File: config.mk
export PLATFORM = sky130hd
export DESIGN_NAME = e1_frame_align
export DESIGN_NICKNAME = d
export VERILOG_FILES = /design/src/rtl/e1_align_pkg.sv /design/src/rtl/e1_fas_window.sv /design/src/rtl/e1_pos_counter.sv /design/src/rtl/e1_align_fsm.sv /design/src/rtl/e1_frame_align.sv
export SDC_FILE = /design/constraint.sdc
export NUM_CORES = 1
export LEC_CHECK = 0
export BUFFER_PORTS_ARGS = -buffer_cell sky130_fd_sc_hd__buf_2
export CORE_MARGIN = 1
export CORE_UTILIZATION = 38
export DETAILED_ROUTE_END_ITERATION = 7
export MAX_ROUTING_LAYER = met4
export PLACE_DENSITY = 0.64
export SETUP_SLACK_MARGIN = 0.4
export SYNTH_ARGS = -nofsm -noshare
export SYNTH_HDL_FRONTEND = slang
export SYNTH_SLANG_ARGS = --single-unit
File: constraint.sdc
create_clock -name clk -period 2.2 [get_ports clk]
set_clock_uncertainty 0.2 [all_clocks]
set_input_delay 0.55 -clock clk [delete_from_list [all_inputs] [get_ports clk]]
set_output_delay 0.55 -clock clk [all_outputs]
set_load 0.005 [all_outputs]
File: src/rtl/e1_align_pkg.sv
package e1_align_pkg;

    localparam int SLOTS       = 32;
    localparam int SLOT_BITS   = 8;
    localparam int FRAME_BITS  = SLOTS * SLOT_BITS;
    localparam int POS_W       = $clog2(FRAME_BITS);
    localparam int SLOT_W      = $clog2(SLOTS);
    localparam int BIT_W       = $clog2(SLOT_BITS);
    localparam int LOSS_COUNT  = 3;
    localparam int ERR_W       = $clog2(LOSS_COUNT + 1);
    localparam int FAS_W       = 7;
    localparam logic [FAS_W-1:0] FAS_PATTERN = 7'b0011011;
    localparam int NFAS_CHECK_POS = 1;

    typedef enum logic [1:0] {
        ST_SEARCH   = 2'd0,
        ST_CHK_NFAS = 2'd1,
        ST_CHK_FAS  = 2'd2,
        ST_LOCKED   = 2'd3
    } align_state_e;

    typedef struct packed {
        logic             fas_frame;
        logic [POS_W-1:0] pos;
    } frame_pos_t;

    typedef struct packed {
        logic fas_ok;
        logic nfas_bit;
        logic at_fas_end;
        logic at_nfas_chk;
    } align_event_t;

    function automatic logic window_matches(input logic [FAS_W-1:0] win,
                                            input logic [FAS_W-1:0] pat);
        return win == pat;
    endfunction

endpackage

File: src/rtl/e1_fas_window.sv
module e1_fas_window
    import e1_align_pkg::*;
#(
    parameter int               WIN_W   = FAS_W,
    parameter logic [WIN_W-1:0] PATTERN = FAS_PATTERN
) (
    input  logic clk,
    input  logic rst,
    input  logic rx_bit,
    output logic fas_ok
);
    localparam int HIST_W = WIN_W - 1;

    logic [HIST_W-1:0] hist_q;
    logic [WIN_W-1:0]  win;

    // Oldest bit at the top; the live bit completes the window.
    assign win    = {hist_q, rx_bit};
    assign fas_ok = window_matches(win, PATTERN);

    always_ff @(posedge clk) begin
        if (rst) begin
            hist_q <= '1;
        end else begin
            hist_q <= win[HIST_W-1:0];
        end
    end

    // After reset the history is all ones, so no partial window can match.
    AST_NO_MATCH_AFTER_RESET: assert property (@(posedge clk) disable iff (rst)
        $past(rst) |-> !fas_ok) else $error("match on reset history");

endmodule

File: src/rtl/e1_pos_counter.sv
module e1_pos_counter
    import e1_align_pkg::*;
#(
    parameter int N_SLOTS   = SLOTS,
    parameter int N_BITS    = SLOT_BITS,
    parameter int NFAS_POS  = NFAS_CHECK_POS
) (
    input  logic                             clk,
    input  logic                             rst,
    input  logic                             load,
    output logic [$clog2(N_SLOTS*N_BITS)-1:0] pos,
    output logic                             fas_frame,
    output logic                             at_fas_end,
    output logic                             at_nfas_chk
);
    localparam int LEN   = N_SLOTS * N_BITS;
    localparam int PW    = $clog2(LEN);
    localparam logic [PW-1:0] LAST_POS = PW'(LEN - 1);
    localparam logic [PW-1:0] LOAD_POS = PW'(N_BITS);
    localparam logic [PW-1:0] END_TS0  = PW'(N_BITS - 1);
    localparam logic [PW-1:0] CHK_POS  = PW'(NFAS_POS);

    logic [PW-1:0] pos_q, pos_d;
    logic          ff_q, ff_d;

    always_comb begin
        pos_d = pos_q + PW'(1);
        ff_d  = ff_q;
        if (load) begin
            // The candidate's last bit is on rx_bit now: the next one opens timeslot 1.
            pos_d = LOAD_POS;
            ff_d  = 1'b1;
        end else if (pos_q == LAST_POS) begin
            pos_d = '0;
            ff_d  = ~ff_q;
        end
    end

    always_ff @(posedge clk) begin
        if (rst) begin
            pos_q <= '0;
            ff_q  <= 1'b0;
        end else begin
            pos_q <= pos_d;
            ff_q  <= ff_d;
        end
    end

    assign pos         = pos_q;
    assign fas_frame   = ff_q;
    assign at_fas_end  = ff_q && (pos_q == END_TS0);
    assign at_nfas_chk = !ff_q && (pos_q == CHK_POS);

    AST_WRAP_TOGGLES_FRAME: assert property (@(posedge clk) disable iff (rst)
        (!load && pos_q == LAST_POS) |=> (pos_q == '0 && ff_q != $past(ff_q)))
        else $error("frame wrap");

endmodule

File: src/rtl/e1_align_fsm.sv
module e1_align_fsm
    import e1_align_pkg::*;
#(
    parameter int LOSS_N = LOSS_COUNT
) (
    input  logic         clk,
    input  logic         rst,
    input  align_event_t ev,
    input  logic         reframe_req,
    output logic         load_pos,
    output logic         locked,
    output logic         rai,
    output logic         restart_pulse
);
    localparam int EW = $clog2(LOSS_N + 1);
    localparam logic [EW-1:0] LAST_ERR = EW'(LOSS_N - 1);

    align_state_e  state_q, state_d;
    logic [EW-1:0] err_q, err_d;
    logic          pend_q, pend_d;
    logic          pulse_q, pulse_d;
    logic          rai_q;

    always_comb begin
        state_d  = state_q;
        err_d    = err_q;
        pend_d   = pend_q;
        pulse_d  = 1'b0;
        load_pos = 1'b0;
        unique case (state_q)
            ST_SEARCH: begin
                if (!reframe_req && ev.fas_ok) begin
                    load_pos = 1'b1;
                    state_d  = ST_CHK_NFAS;
                end
            end
            ST_CHK_NFAS: begin
                if (reframe_req) begin
                    state_d = ST_SEARCH;
                    pulse_d = 1'b1;
                end else if (ev.at_nfas_chk) begin
                    state_d = ev.nfas_bit ? ST_CHK_FAS : ST_SEARCH;
                end
            end
            ST_CHK_FAS: begin
                err_d  = '0;
                pend_d = 1'b0;
                if (reframe_req) begin
                    state_d = ST_SEARCH;
                    pulse_d = 1'b1;
                end else if (ev.at_fas_end) begin
                    state_d = ev.fas_ok ? ST_LOCKED : ST_SEARCH;
                end
            end
            ST_LOCKED: begin
                pend_d = pend_q | reframe_req;
                if (ev.at_fas_end) begin
                    err_d = ev.fas_ok ? '0 : err_q + EW'(1);
                    if ((!ev.fas_ok && err_q == LAST_ERR) || pend_q || reframe_req) begin
                        state_d = ST_SEARCH;
                        pulse_d = 1'b1;
                        err_d   = '0;
                        pend_d  = 1'b0;
                    end
                end
            end
            default: state_d = ST_SEARCH;
        endcase
    end

    always_ff @(posedge clk) begin
        if (rst) begin
            state_q <= ST_SEARCH;
            err_q   <= '0;
            pend_q  <= 1'b0;
            pulse_q <= 1'b0;
            rai_q   <= 1'b1;
        end else begin
            state_q <= state_d;
            err_q   <= err_d;
            pend_q  <= pend_d;
            pulse_q <= pulse_d;
            rai_q   <= (state_d != ST_LOCKED);
        end
    end

    assign locked        = (state_q == ST_LOCKED);
    assign rai           = rai_q;
    assign restart_pulse = pulse_q;

    AST_LOCK_NEEDS_FAS: assert property (@(posedge clk) disable iff (rst)
        $rose(locked) |-> $past(ev.at_fas_end && ev.fas_ok)) else $error("lock without FAS");
    AST_RAI_TRACKS_LOCK: assert property (@(posedge clk) disable iff (rst)
        rai == !locked) else $error("rai mismatch");
    AST_PULSE_SINGLE: assert property (@(posedge clk) disable iff (rst)
        restart_pulse |=> !restart_pulse) else $error("double pulse");
    AST_LOSS_PULSES: assert property (@(posedge clk) disable iff (rst)
        $fell(locked) |-> restart_pulse) else $error("silent loss");

    always_ff @(posedge clk) begin
        if (!rst) begin
            AST_ERR_BOUNDED: assert (err_q < EW'(LOSS_N)) else $error("error count");
        end
    end

endmodule

File: src/rtl/e1_frame_align.sv
module e1_frame_align
    import e1_align_pkg::*;
(
    input  logic              clk,
    input  logic              rst,
    input  logic              rx_bit,
    input  logic              reframe_req,
    output logic              frame_locked,
    output logic              rai_tx,
    output logic              restart_pulse,
    output logic [SLOT_W-1:0] slot_idx,
    output logic [BIT_W-1:0]  bit_idx,
    output logic              fas_frame
);
    frame_pos_t   fpos;
    align_event_t ev;
    logic         load_pos;
    logic         fas_ok;
    logic         at_fas_end;
    logic         at_nfas_chk;

    e1_fas_window #(
        .WIN_W   (FAS_W),
        .PATTERN (FAS_PATTERN)
    ) u_window (
        .clk    (clk),
        .rst    (rst),
        .rx_bit (rx_bit),
        .fas_ok (fas_ok)
    );

    e1_pos_counter #(
        .N_SLOTS  (SLOTS),
        .N_BITS   (SLOT_BITS),
        .NFAS_POS (NFAS_CHECK_POS)
    ) u_counter (
        .clk         (clk),
        .rst         (rst),
        .load        (load_pos),
        .pos         (fpos.pos),
        .fas_frame   (fpos.fas_frame),
        .at_fas_end  (at_fas_end),
        .at_nfas_chk (at_nfas_chk)
    );

    assign ev.fas_ok      = fas_ok;
    assign ev.nfas_bit    = rx_bit;
    assign ev.at_fas_end  = at_fas_end;
    assign ev.at_nfas_chk = at_nfas_chk;

    e1_align_fsm #(
        .LOSS_N (LOSS_COUNT)
    ) u_fsm (
        .clk           (clk),
        .rst           (rst),
        .ev            (ev),
        .reframe_req   (reframe_req),
        .load_pos      (load_pos),
        .locked        (frame_locked),
        .rai           (rai_tx),
        .restart_pulse (restart_pulse)
    );

    assign slot_idx  = fpos.pos[POS_W-1:BIT_W];
    assign bit_idx   = fpos.pos[BIT_W-1:0];
    assign fas_frame = fpos.fas_frame;

endmodule

Yosys cells after proc, flatten, opt, wreduce, memory -nomap -nowiden
Index checks and enable logic that the tools add are counted.
{"block": "word_totals", "register_bits": 22, "in_bits": 4, "out_inout_bits": 12, "wordCells": 65}
{"block": "classes", "n_addsub": 2, "n_eq_ne": 10, "n_mux": 27, "bitwise": 2, "reduce_logical": 15}
{"cell": "2-bit 2-to-1 mux", "count": 12}
{"cell": "1-bit 2-to-1 mux", "count": 9}
{"cell": "8-bit by 1-bit adder with 8-bit output (second input constant)", "count": 1}
{"cell": "8-bit by 1-bit equality test with 1-bit output (second input constant)", "count": 1}
{"cell": "8-bit by 3-bit equality test with 1-bit output (second input constant)", "count": 1}
{"cell": "8-bit equality test (second input constant)", "count": 1}
{"cell": "4-bit 2-to-1 mux", "count": 2}
{"cell": "2-bit case mux with 4 select lines", "count": 1}
{"cell": "7-bit by 5-bit equality test with 1-bit output (second input constant)", "count": 1}
{"cell": "2-bit equality test (second input constant)", "count": 3}
{"cell": "1-bit logical AND", "count": 4}
{"cell": "1-bit case mux with 2 select lines", "count": 2}
{"cell": "2-bit case mux with 2 select lines", "count": 1}
{"cell": "2-bit nonzero test", "count": 2}
{"cell": "1-bit zero test", "count": 3}
{"cell": "3-bit OR reduction", "count": 1}
{"cell": "2-bit by 1-bit adder with 2-bit output (second input constant)", "count": 1}
{"cell": "2-bit by 1-bit equality test with 1-bit output (second input constant)", "count": 1}
{"cell": "2-bit zero test", "count": 1}
{"cell": "1-bit logical OR", "count": 2}
{"cell": "2-bit by 1-bit != test with 1-bit output (second input constant)", "count": 1}
{"cell": "2-bit != test (second input constant)", "count": 1}
{"cell": "2-bit AND reduction", "count": 1}
{"cell": "2-bit OR reduction", "count": 1}
{"cell": "2 further kinds", "count": 2}

Logic depth before layout (Yosys ltp)
Gate-level depths: netlist of the first run.
{"block": "depth", "ltp_word": 9, "depth_mapped": 7, "depth_no_buf": 7}

Cells and area by module
From an unflattened synthesis of the first run, not the netlist that was laid out.
{"block": "unflattened", "hier_cells": 126, "area_unflattened_um2": 1116.1}
{"mod": "e1_align_fsm", "instances": 1, "cells_each": 61, "area_per_inst_um2": 491.7, "seq_area_each_um2": 140.1}
{"mod": "e1_pos_counter", "instances": 1, "cells_each": 50, "area_per_inst_um2": 441.7, "seq_area_each_um2": 180.2}
{"mod": "e1_fas_window", "instances": 1, "cells_each": 15, "area_per_inst_um2": 182.7, "seq_area_each_um2": 120.1}

Worst setup path after synthesis of the first run
No wires, ideal clock.
{"block": "synth_path", "path_kind": "reg2reg", "from": "reg u_counter.pos_q[2] (netlist: u_counter.pos[2])", "to": "reg u_fsm.state_q[1]", "setup_time_ns": 0.115, "arrival_time_ns": 1.545, "required_time_ns": 1.885, "path_slack_ns": 0.340, "stages_incl_launch_ff": 8, "path_buffers": 1, "period_less_slack_ns": 1.860, "cell_sequence": "dfxtp_1 -> buf_6 -> nor4_2 -> nand4b_1 -> mux2_4 -> a22oi_2 -> o221ai_2 -> and2_1"}
{"block": "synth_between", "elab_chain_len": 5, "word_cells_on_any_way": 10, "classes_between": "eq/ne: 2; mux: 6; reduce/logical: 2"}
{"element": "from (decl)", "line": "e1_pos_counter.sv:23", "text": "logic [PW-1:0] pos_q, pos_d;"}
{"element": "from (signal assigned)", "line": "e1_pos_counter.sv:44", "text": "pos_q <= pos_d;"}
{"element": "8-bit by 3-bit equality test with 1-bit output or 8-bit by 1-bit equality test with 1-bit output (tied branches)", "line": "e1_pos_counter.sv:51, e1_pos_counter.sv:52"}
{"element": "1-bit logical AND (on tied branches)", "line": "e1_pos_counter.sv:51, e1_pos_counter.sv:52"}
{"element": "2-bit 2-to-1 mux (on tied branches)", "line": "e1_align_fsm.sv:51, e1_align_fsm.sv:41"}
{"element": "2-bit 2-to-1 mux (on tied branches)", "line": "e1_align_fsm.sv:48, e1_align_fsm.sv:38"}
{"element": "2-bit case mux with 4 select lines (*)", "line": "e1_align_fsm.sv:30", "text": "unique case (state_q)"}
{"element": "to (signal assigned)", "line": "e1_align_fsm.sv:79", "text": "state_q <= state_d;"}
{"element": "to (decl)", "line": "e1_align_fsm.sv:18", "text": "align_state_e state_q, state_d;"}
Every way passes the cells marked *; elsewhere a longest branch is shown, timed or not.
A chain may end at the register's enable or synchronous reset.

Worst setup path in the final report of the first run
{"block": "layout_path", "from": "reg u_counter.pos_q[6] (netlist: u_counter.pos[6])", "to": "reg u_fsm.state_q[1]"}
The elaborated chain is that of the path after synthesis.

==> results of run 1 <==
[routing by layer]
metal | part of all wire [%] | track usage (%) | vias up
met3 | 2.1 | 2.558 | 6
met4 | 2.0 | 7.857 | 0
met2 | 51 | 28.57 | 9
met1 | 44 | 18.50 | 420
li1 | - | - | 460
met5 | 0 | - | -
[worst reg2reg max path, delay by kind of cell, from the launching register on]
family / cells / cell delay [ns]
muxes: 1 / 0.33
DFF: 1 / 0.39
AOI/OAI and AO/OA: 2 / 0.30
and+or+nand+nor: 3 / 0.54
[cell usage after synthesis, types with 3 or more instances]
cell type,n,area [µm²]
inv_1,6,22.52
dfxtp_1,22,440.4
nand3_1,7,35.03
nor2_1,14,52.55
ha_1,8,100.1
or2_2,6,37.54
nand2_1,8,30.03
xor2_1,4,35.03
xnor2_1,3,26.28
a21oi_1,8,40.04
[per-stage QoR]
step | setup WS (ns) | total power, mW | cells | cell area (µm²) | utilization, %
2_1_floorplan | 0.3596 | 0.4786 | 119 | 1102 | -
3_3_place_gp | 0.2818 | 0.4994 | 164 | 1211 | 44.30
3_5_place_dp | 0.2666 | 0.5014 | 164 | 1211 | 44.30
4_1_cts | 0.3299 | 0.7273 | 173 | 1330 | 48.65
5_1_grt | 0.2712 | 0.7551 | 176 | 1379 | 50.43
6_report | 0.3572 | 0.7216 | 176 | 1379 | 50.43
[timing repair]
action,4_1_cts,5_1_grt
gates resized for setup,15,8
pin swaps,7,6
gates cloned,0,0
buffers inserted,5,3
endpoints found under the setup margin,9,14
[how the worst max path moves through the flow]
stage | from | endpoint | cells after the start
4_1_cts | u_counter.pos[6] | u_fsm.state_q[1] | 6
6_report | u_counter.pos[6] | u_fsm.state_q[1] | 6
3_3_place_gp | rx_bit | u_counter.pos[1] | 6
5_1_grt | u_counter.pos[6] | u_fsm.state_q[1] | 6
2_1_floorplan | rx_bit | u_counter.pos[0] | 5
3_5_place_dp | rx_bit | u_counter.pos[1] | 6
[kinds of logic after synthesis]
group	synth area share [%]
compound gates	9.840
xor+xnor	5.607
fa+ha+maj	9.154
buf+inv	3.889
flops	40.27
mux	3.203
simple gates	28.03
[state kept, by name, summed over array words and instances, names as in the netlist]
register and cells:
u_counter.fas_frame 1, u_counter.pos 8, u_fsm.err_q 2, u_fsm.pend_q 1, u_fsm.rai 1, u_fsm.restart_pulse 1, u_fsm.state_q 2, u_window.hist_q 6
[area by class of cell]
type	instances	area share (%)
multi-input cells	88	48.37
flip-flops and latches	22	33.67
repair buffers	25	10.89
well taps	31	2.813
clock buffers	4	2.632
inverters	6	1.633
[where the power goes]
part	switching, mW	internal (mW)
Combinational	0.0426	0.0385
Sequential	0.0124	0.405
Clock	0.122	0.101
Total	0.177	0.544
==> flow_summary.html, run 1 <==
<table>
<tr><th>Metric</th><th>Value</th></tr>
<tr><th colspan="2">Global routing</th></tr>
<tr><td>Largest net degree at the start of global routing</td><td>16</td></tr>
<tr><td>Grt total ovfl</td><td>0</td></tr>
<tr><td>Antenna violations before repair</td><td>0</td></tr>
<tr><td>Gr usage total</td><td>16.48%</td></tr>
<tr><td>Vias in the first global route</td><td>871</td></tr>
<tr><td>Global-route wire length before repair</td><td>3870 µm</td></tr>
<tr><th colspan="2">Route</th></tr>
<tr><td>Total number of vias</td><td>895</td></tr>
<tr><td>Drt first-iter violations</td><td>23</td></tr>
<tr><td>Via-to-Cell Ratio</td><td>5.085</td></tr>
<tr><td>Routed wire per std cell</td><td>13.60 µm</td></tr>
<tr><td>Number of detailed-routing iterations run before antenna repair</td><td>4</td></tr>
<tr><td>Remaining number of nets flagged by the antenna check after routing</td><td>0</td></tr>
<tr><td>Final routed wirelength across all metal layers</td><td>2394 µm</td></tr>
<tr><td>DRC violations left</td><td>0</td></tr>
<tr><th colspan="2">Min path</th></tr>
<tr><td>Endpoint with the worst hold slack</td><td>u_window.hist_q[2]</td></tr>
<tr><td>Worst Hold Depth</td><td>1</td></tr>
<tr><td>Type of the worst min-delay path</td><td>reg -&gt; reg</td></tr>
<tr><td>Hold Crit Start</td><td>u_window.hist_q[1]</td></tr>
<tr><th colspan="2">Critical path</th></tr>
<tr><td>Cell class contributing the biggest share of worst-path delay</td><td>simple AND/OR/NAND/NOR gates</td></tr>
<tr><td>Worst-path fanout max</td><td>3</td></tr>
<tr><td>End of the worst register-to-register path</td><td>u_fsm.state_q[1]</td></tr>
<tr><td>Sum of buffers and inverters on the critical path</td><td>0</td></tr>
<tr><td>Worst R2R Path Depth</td><td>6</td></tr>
<tr><td>Biggest cell delay along the critical path</td><td>0.39 ns</td></tr>
<tr><td>Setup slack on the worst flop-to-flop path</td><td>0.36 ns</td></tr>
<tr><td>Required time of the critical path</td><td>2.21 ns</td></tr>
<tr><td>Critical Path Slowest Stage Cell</td><td>dfxtp_4</td></tr>
<tr><td>Worst Setup Start Kind</td><td>flip-flop</td></tr>
<tr><td>Data arrival time of the critical path</td><td>1.85 ns</td></tr>
<tr><td>Type of the worst setup path</td><td>reg -&gt; reg</td></tr>
<tr><td>Reg-to-reg startpoint</td><td>u_counter.pos[6]</td></tr>
<tr><td>Capturing element type of the critical path</td><td>flip-flop</td></tr>
<tr><td>Critical path, cell by cell</td><td>nor4_4 -&gt; nand4b_1 -&gt; mux2_4 -&gt; a22oi_2 -&gt; o221ai_2 -&gt; and2_1</td></tr>
<tr><th colspan="2">Timing</th></tr>
<tr><td>Maximum clock rate</td><td>542.6 MHz</td></tr>
<tr><td>Setup repair after global routing missed its margin</td><td>true</td></tr>
<tr><td>Pin slew with the least headroom to its limit</td><td>0.2599 ns</td></tr>
<tr><td>Final Max Tran Viols</td><td>0</td></tr>
<tr><td>Portion of the clock cycle consumed by the worst path in the final layout</td><td>83.77%</td></tr>
<tr><td>Min cycle time layout</td><td>1.843 ns</td></tr>
<tr><td>Worst hold margin</td><td>0.2536 ns</td></tr>
<tr><td>Relative slew slack</td><td>82.60%</td></tr>
<tr><td>Count of endpoints failing setup in the final report</td><td>0</td></tr>
<tr><td>Final hold violation count</td><td>0</td></tr>
<tr><td>Post-route setup TNS</td><td>0 ns</td></tr>
<tr><th colspan="2">Yosys</th></tr>
<tr><td>Yosys reg bits</td><td>22</td></tr>
<tr><td>Syn_nets</td><td>131</td></tr>
<tr><td>Mean Syn Cell Area</td><td>9.189 µm²</td></tr>
<tr><td>Share of flip-flops with an asynchronous set or reset after synthesis</td><td>0%</td></tr>
<tr><td>Count of synthesis-stage warnings from yosys</td><td>0</td></tr>
<tr><td>Post-synthesis instance area</td><td>1094 µm²</td></tr>
<tr><td>Cell count after synthesis</td><td>119</td></tr>
<tr><td>Count of flip-flops with a built-in enable after synthesis</td><td>0</td></tr>
<tr><td>Synth unique cells</td><td>37</td></tr>
<tr><td>Ys flop type</td><td>dfxtp_1</td></tr>
<tr><td>Sequential share of the synthesized area</td><td>40.27%</td></tr>
<tr><th colspan="2">Placement</th></tr>
<tr><td>DP Wirelength</td><td>1651 µm</td></tr>
<tr><td>Final weighted congestion of routability-driven global placement</td><td>0.8351</td></tr>
<tr><td>Number of buffer cells added on primary ports</td><td>15</td></tr>
<tr><th colspan="2">Pwr</th></tr>
<tr><td>Largest vdd supply drop</td><td>0.0003950 V</td></tr>
<tr><td>Leakage dissipation</td><td>0.5635 nW</td></tr>
<tr><td>Total power density per cell area</td><td>523.4 nW/µm²</td></tr>
<tr><th colspan="2">Final layout</th></tr>
<tr><td>Number of fillers in the final layout</td><td>257</td></tr>
<tr><td>Most frequent standard cell in the layout excluding fill and tap cells</td><td>buf_2</td></tr>
<tr><td>Area taken by multi-input logic gates</td><td>666.9 µm²</td></tr>
<tr><td>Highest-count cells in the layout ignoring fill and taps</td><td>buf_2 (15), nor2_1 (14), dfxtp_1 (13)</td></tr>
<tr><td>P&amp;R area growth vs syn</td><td>26.09%</td></tr>
<tr><td>Flip-flop and latch area</td><td>464.2 µm²</td></tr>
<tr><td>Nets</td><td>158</td></tr>
<tr><td>Layout cell share with drive strength beyond 1</td><td>39.31%</td></tr>
<tr><td>N_diodes</td><td>0</td></tr>
<tr><th colspan="2">Clocking</th></tr>
<tr><td>Hold buffer count at CTS</td><td>0</td></tr>
<tr><td>Clock tree from TritonCTS</td><td>done</td></tr>
<tr><td>Clock latency on the worst-skew pair</td><td>0.30 ns</td></tr>
<tr><td>H-tree depth reported by CTS</td><td>1</td></tr>
<tr><td>Number of clock sinks seen by CTS</td><td>22</td></tr>
<tr><td>Post-CTS clock slew at the launch and capture registers of the worst setup and hold paths</td><td>0.12 ns</td></tr>
<tr><td>Root buffer selected by CTS</td><td>clkbuf_4</td></tr>
<tr><td>Total CTS buffers</td><td>3</td></tr>
<tr><td>Buffer levels on the longest clock path</td><td>2</td></tr>
<tr><th colspan="2">Die</th></tr>
<tr><td>Die Span Y</td><td>55.65 µm</td></tr>
<tr><td>Floorplan die area</td><td>3096 µm²</td></tr>
<tr><td>Boundary Pins</td><td>16</td></tr>
<tr><td>Die Wd</td><td>55.65 µm</td></tr>
<tr><td>Starting Density</td><td>40.00%</td></tr>
<tr><td>Placeable core area</td><td>2734 µm²</td></tr>
<tr><td>Number of core rows</td><td>19</td></tr>
<tr><th colspan="2">Job</th></tr>
<tr><td>Max-cap violations</td><td>0</td></tr>
<tr><th colspan="2">Run status</th></tr>
<tr><td>Result of the run</td><td>complete, no violations</td></tr>
</table>
No activity file was read; power rests on OpenSTA's default activity.
==> run 2, diff against run 1 <==
--- a/config.mk
+++ b/config.mk
@@ -10,7 +10,7 @@
 export CORE_UTILIZATION = 38
 export DETAILED_ROUTE_END_ITERATION = 7
 export MAX_ROUTING_LAYER = met4
-export PLACE_DENSITY = 0.64
+export PLACE_DENSITY = 0.66
 export SETUP_SLACK_MARGIN = 0.4
 export SYNTH_ARGS = -nofsm -noshare
 export SYNTH_HDL_FRONTEND = slang
==> constraint.sdc (replaced) <==
create_clock -name clk -period 1.5 [get_ports clk]
set_clock_uncertainty 0.2 [all_clocks]
set_input_delay 0.375 -clock clk [delete_from_list [all_inputs] [get_ports clk]]
set_output_delay 0.375 -clock clk [all_outputs]
set_load 0.005 [all_outputs]
==> run 2 against run 1 <==
Against the previous run: first-iteration DRC count rose by 17%; the flow now finishes with violations (setup timing); critical endpoint is now u_fsm.state_q[0]; register-to-register slack worse by 0.80 ns; setup slack got worse by 0.80 ns; hold slack worse by 0.15 ns; clock power rose by 48%; critical path type unchanged; critical path depth is the same; die area unchanged; highest routed layer unchanged.
==> flow_summary.html, run 2 (same netlist as run 1, synthesis figures left out) <==
<table>
<tr><th>Metric</th><th>Value</th></tr>
<tr><th colspan="2">Clocking</th></tr>
<tr><td>H-tree depth reported by CTS</td><td>1</td></tr>
<tr><td>Clock latency on the worst-skew pair</td><td>0.31 ns</td></tr>
<tr><td>Buffer levels on the longest clock path</td><td>2</td></tr>
<tr><td>Number of clock sinks seen by CTS</td><td>22</td></tr>
<tr><td>Clock tree from TritonCTS</td><td>done</td></tr>
<tr><td>Hold buffer count at CTS</td><td>0</td></tr>
<tr><td>Total CTS buffers</td><td>3</td></tr>
<tr><td>Root buffer selected by CTS</td><td>clkbuf_4</td></tr>
<tr><td>Post-CTS clock slew at the launch and capture registers of the worst setup and hold paths</td><td>0.13 ns</td></tr>
<tr><th colspan="2">Die</th></tr>
<tr><td>Die Span Y</td><td>55.65 µm</td></tr>
<tr><td>Die Wd</td><td>55.65 µm</td></tr>
<tr><td>Floorplan die area</td><td>3096 µm²</td></tr>
<tr><td>Number of core rows</td><td>19</td></tr>
<tr><td>Boundary Pins</td><td>16</td></tr>
<tr><td>Starting Density</td><td>40.00%</td></tr>
<tr><td>Placeable core area</td><td>2734 µm²</td></tr>
<tr><th colspan="2">Global routing</th></tr>
<tr><td>Global-route wire length before repair</td><td>4574 µm</td></tr>
<tr><td>Largest net degree at the start of global routing</td><td>16</td></tr>
<tr><td>Vias in the first global route</td><td>1015</td></tr>
<tr><td>Antenna violations before repair</td><td>0</td></tr>
<tr><td>Grt total ovfl</td><td>0</td></tr>
<tr><td>Gr usage total</td><td>19.06%</td></tr>
<tr><th colspan="2">Route</th></tr>
<tr><td>Routed wire per std cell</td><td>14.85 µm</td></tr>
<tr><td>Total number of vias</td><td>1066</td></tr>
<tr><td>Remaining number of nets flagged by the antenna check after routing</td><td>0</td></tr>
<tr><td>Via-to-Cell Ratio</td><td>5.100</td></tr>
<tr><td>DRC violations left</td><td>0</td></tr>
<tr><td>Number of detailed-routing iterations run before antenna repair</td><td>5</td></tr>
<tr><td>Drt first-iter violations</td><td>27</td></tr>
<tr><td>Final routed wirelength across all metal layers</td><td>3103 µm</td></tr>
<tr><th colspan="2">Critical path</th></tr>
<tr><td>Worst-path fanout max</td><td>3</td></tr>
<tr><td>Launch point of the critical path</td><td>u_counter.pos[3]</td></tr>
<tr><td>Worst Setup Start Kind</td><td>flip-flop</td></tr>
<tr><td>Reg-to-reg startpoint</td><td>u_counter.pos[3]</td></tr>
<tr><td>Type of the worst setup path</td><td>reg -&gt; reg</td></tr>
<tr><td>Capturing element type of the critical path</td><td>flip-flop</td></tr>
<tr><td>Required time of the critical path</td><td>1.50 ns</td></tr>
<tr><td>Data arrival time of the critical path</td><td>1.95 ns</td></tr>
<tr><th colspan="2">Final layout</th></tr>
<tr><td>Highest-count cells in the layout ignoring fill and taps</td><td>buf_4 (28), buf_6 (24), dfxtp_1 (11)</td></tr>
<tr><td>P&amp;R area growth vs syn</td><td>64.42%</td></tr>
<tr><td>Number of fillers in the final layout</td><td>210</td></tr>
<tr><td>Nets</td><td>191</td></tr>
<tr><td>Layout cell share with drive strength beyond 1</td><td>59.55%</td></tr>
<tr><td>Non-filler instance count after layout</td><td>209</td></tr>
<tr><td>Area taken by multi-input logic gates</td><td>725.7 µm²</td></tr>
<tr><td>N_diodes</td><td>0</td></tr>
<tr><td>Flip-flop and latch area</td><td>464.2 µm²</td></tr>
<tr><td>Most frequent standard cell in the layout excluding fill and tap cells</td><td>buf_4</td></tr>
<tr><td>Largest register FFs</td><td>8</td></tr>
<tr><td>Final core area utilization</td><td>65.77%</td></tr>
<tr><th colspan="2">Timing</th></tr>
<tr><td>Final hold violation count</td><td>0</td></tr>
<tr><td>Count of endpoints failing setup in the final report</td><td>20</td></tr>
<tr><td>Final Max Tran Viols</td><td>0</td></tr>
<tr><td>PnR worst setup slack</td><td>-0.4448 ns</td></tr>
<tr><td>Min cycle time layout</td><td>1.945 ns</td></tr>
<tr><td>Setup repair after global routing missed its margin</td><td>true</td></tr>
<tr><td>Maximum clock rate</td><td>514.2 MHz</td></tr>
<tr><td>Pin slew with the least headroom to its limit</td><td>0.3090 ns</td></tr>
<tr><td>Relative slew slack</td><td>79.35%</td></tr>
<tr><td>Portion of the clock cycle consumed by the worst path in the final layout</td><td>129.7%</td></tr>
<tr><th colspan="2">Pwr</th></tr>
<tr><td>Sequential group share of total power</td><td>53.1%</td></tr>
<tr><td>Part of the total power dissipated in combinational logic</td><td>17.9%</td></tr>
<tr><td>Cell internal power dissipation</td><td>0.8561 mW</td></tr>
<tr><td>Largest vdd supply drop</td><td>0.0006449 V</td></tr>
<tr><td>Fraction of power consumed by the clock network</td><td>29.0%</td></tr>
<tr><td>Fraction of power spent switching nets</td><td>25.06%</td></tr>
<tr><td>Leakage dissipation</td><td>0.7592 nW</td></tr>
<tr><td>Total power density per cell area</td><td>635.4 nW/µm²</td></tr>
<tr><td>Total chip power</td><td>1.142 mW</td></tr>
<tr><td>Psw</td><td>0.2863 mW</td></tr>
<tr><th colspan="2">Min path</th></tr>
<tr><td>Type of the worst min-delay path</td><td>in -&gt; reg</td></tr>
<tr><td>Hold Crit Start</td><td>rx_bit</td></tr>
<tr><th colspan="2">Placement</th></tr>
<tr><td>Final weighted congestion of routability-driven global placement</td><td>0.8147</td></tr>
<tr><td>DP Wirelength</td><td>1917 µm</td></tr>
<tr><td>Post-place setup slack</td><td>-0.3506 ns</td></tr>
<tr><td>Number of buffer cells added on primary ports</td><td>15</td></tr>
<tr><td>Post-placement cell count</td><td>191</td></tr>
<tr><th colspan="2">Run status</th></tr>
<tr><td>Result of the run</td><td>finished, violations left</td></tr>
<tr><td>Violated checks</td><td>setup timing</td></tr>
<tr><th colspan="2">Job</th></tr>
<tr><td>Max-cap violations</td><td>0</td></tr>
</table>
[run 2: power by group through the flow]
| stage | sequential [mW] | clock [mW] | combinational (mW) |
|---|---|---|---|
| floorplan | 0.624 | 0 | 0.0787 |
| global placement | 0.621 | 0 | 0.149 |
| detailed placement | 0.623 | 0 | 0.152 |
| CTS | 0.612 | 0.332 | 0.179 |
| global route | 0.609 | 0.371 | 0.222 |
| finish | 0.606 | 0.331 | 0.205 |
[run 2: final timing paths]
path / to / slack, ns / cells past startpoint
worst max-delay path: u_fsm.state_q[0] / -0.44 / 6
worst min-delay path: u_window.hist_q[0] / 0.11 / 2
worst max register to register: u_fsm.state_q[0] / -0.44 / 6
worst min register to register: u_window.hist_q[5] / 0.25 / 1
[run 2: metrics by stage]
| step | TNS [ns] | hold WS (ns) | instance area (µm²) |
|---|---|---|---|
| 2_1_floorplan | -2.592 | 0.2073 | 1116 |
| 6_report | -4.365 | 0.1057 | 1798 |
| 4_1_cts | -3.260 | 0.1037 | 1660 |
| 3_5_place_dp | -2.805 | 0.2232 | 1426 |
| 3_3_place_gp | -2.385 | 0.2178 | 1426 |
| 5_1_grt | -5.867 | 0.08217 | 1798 |
[run 2: layout make-up]
| cell class | instances | area share (%) |
|---|---|---|
| clock buffer | 4 | 2.018 |
| sequential | 22 | 25.82 |
| inverter | 6 | 1.253 |
| multi-input combinational | 88 | 40.36 |
| tap | 31 | 2.157 |
| timing repair buffer | 58 | 28.39 |
[run 2: per-layer routing]
| metal | global-route usage, % | share of wire (%) | routed length (µm) | vias to the layer above |
|---|---|---|---|---|
| met2 | 30.98 | 51 | 1583 | 24 |
| met3 | 3.023 | 2.6 | 80 | 6 |
| met4 | 6.071 | 1.5 | 48 | 0 |
| li1 | - | - | - | 525 |
| met5 | - | 0 | 0 | - |
| met1 | 24.34 | 45 | 1390 | 511 |
[run 2: timing repair]
item                       in CTS  in global routing
setup buffers                   7                  7
hold endpoints to repair        0                  0
pin swaps                       6                  4
setup endpoints to repair      28                 28
resized for setup              38                 21
[run 2: critical path, cell delays in order, from the launching register on]
cell and delay, ns:
dfxtp_4 0.38, nor4b_2 0.35, and4_4 0.33, a21boi_1 0.09, o221ai_1 0.20, nand4_1 0.13
nor2b_1 0.15
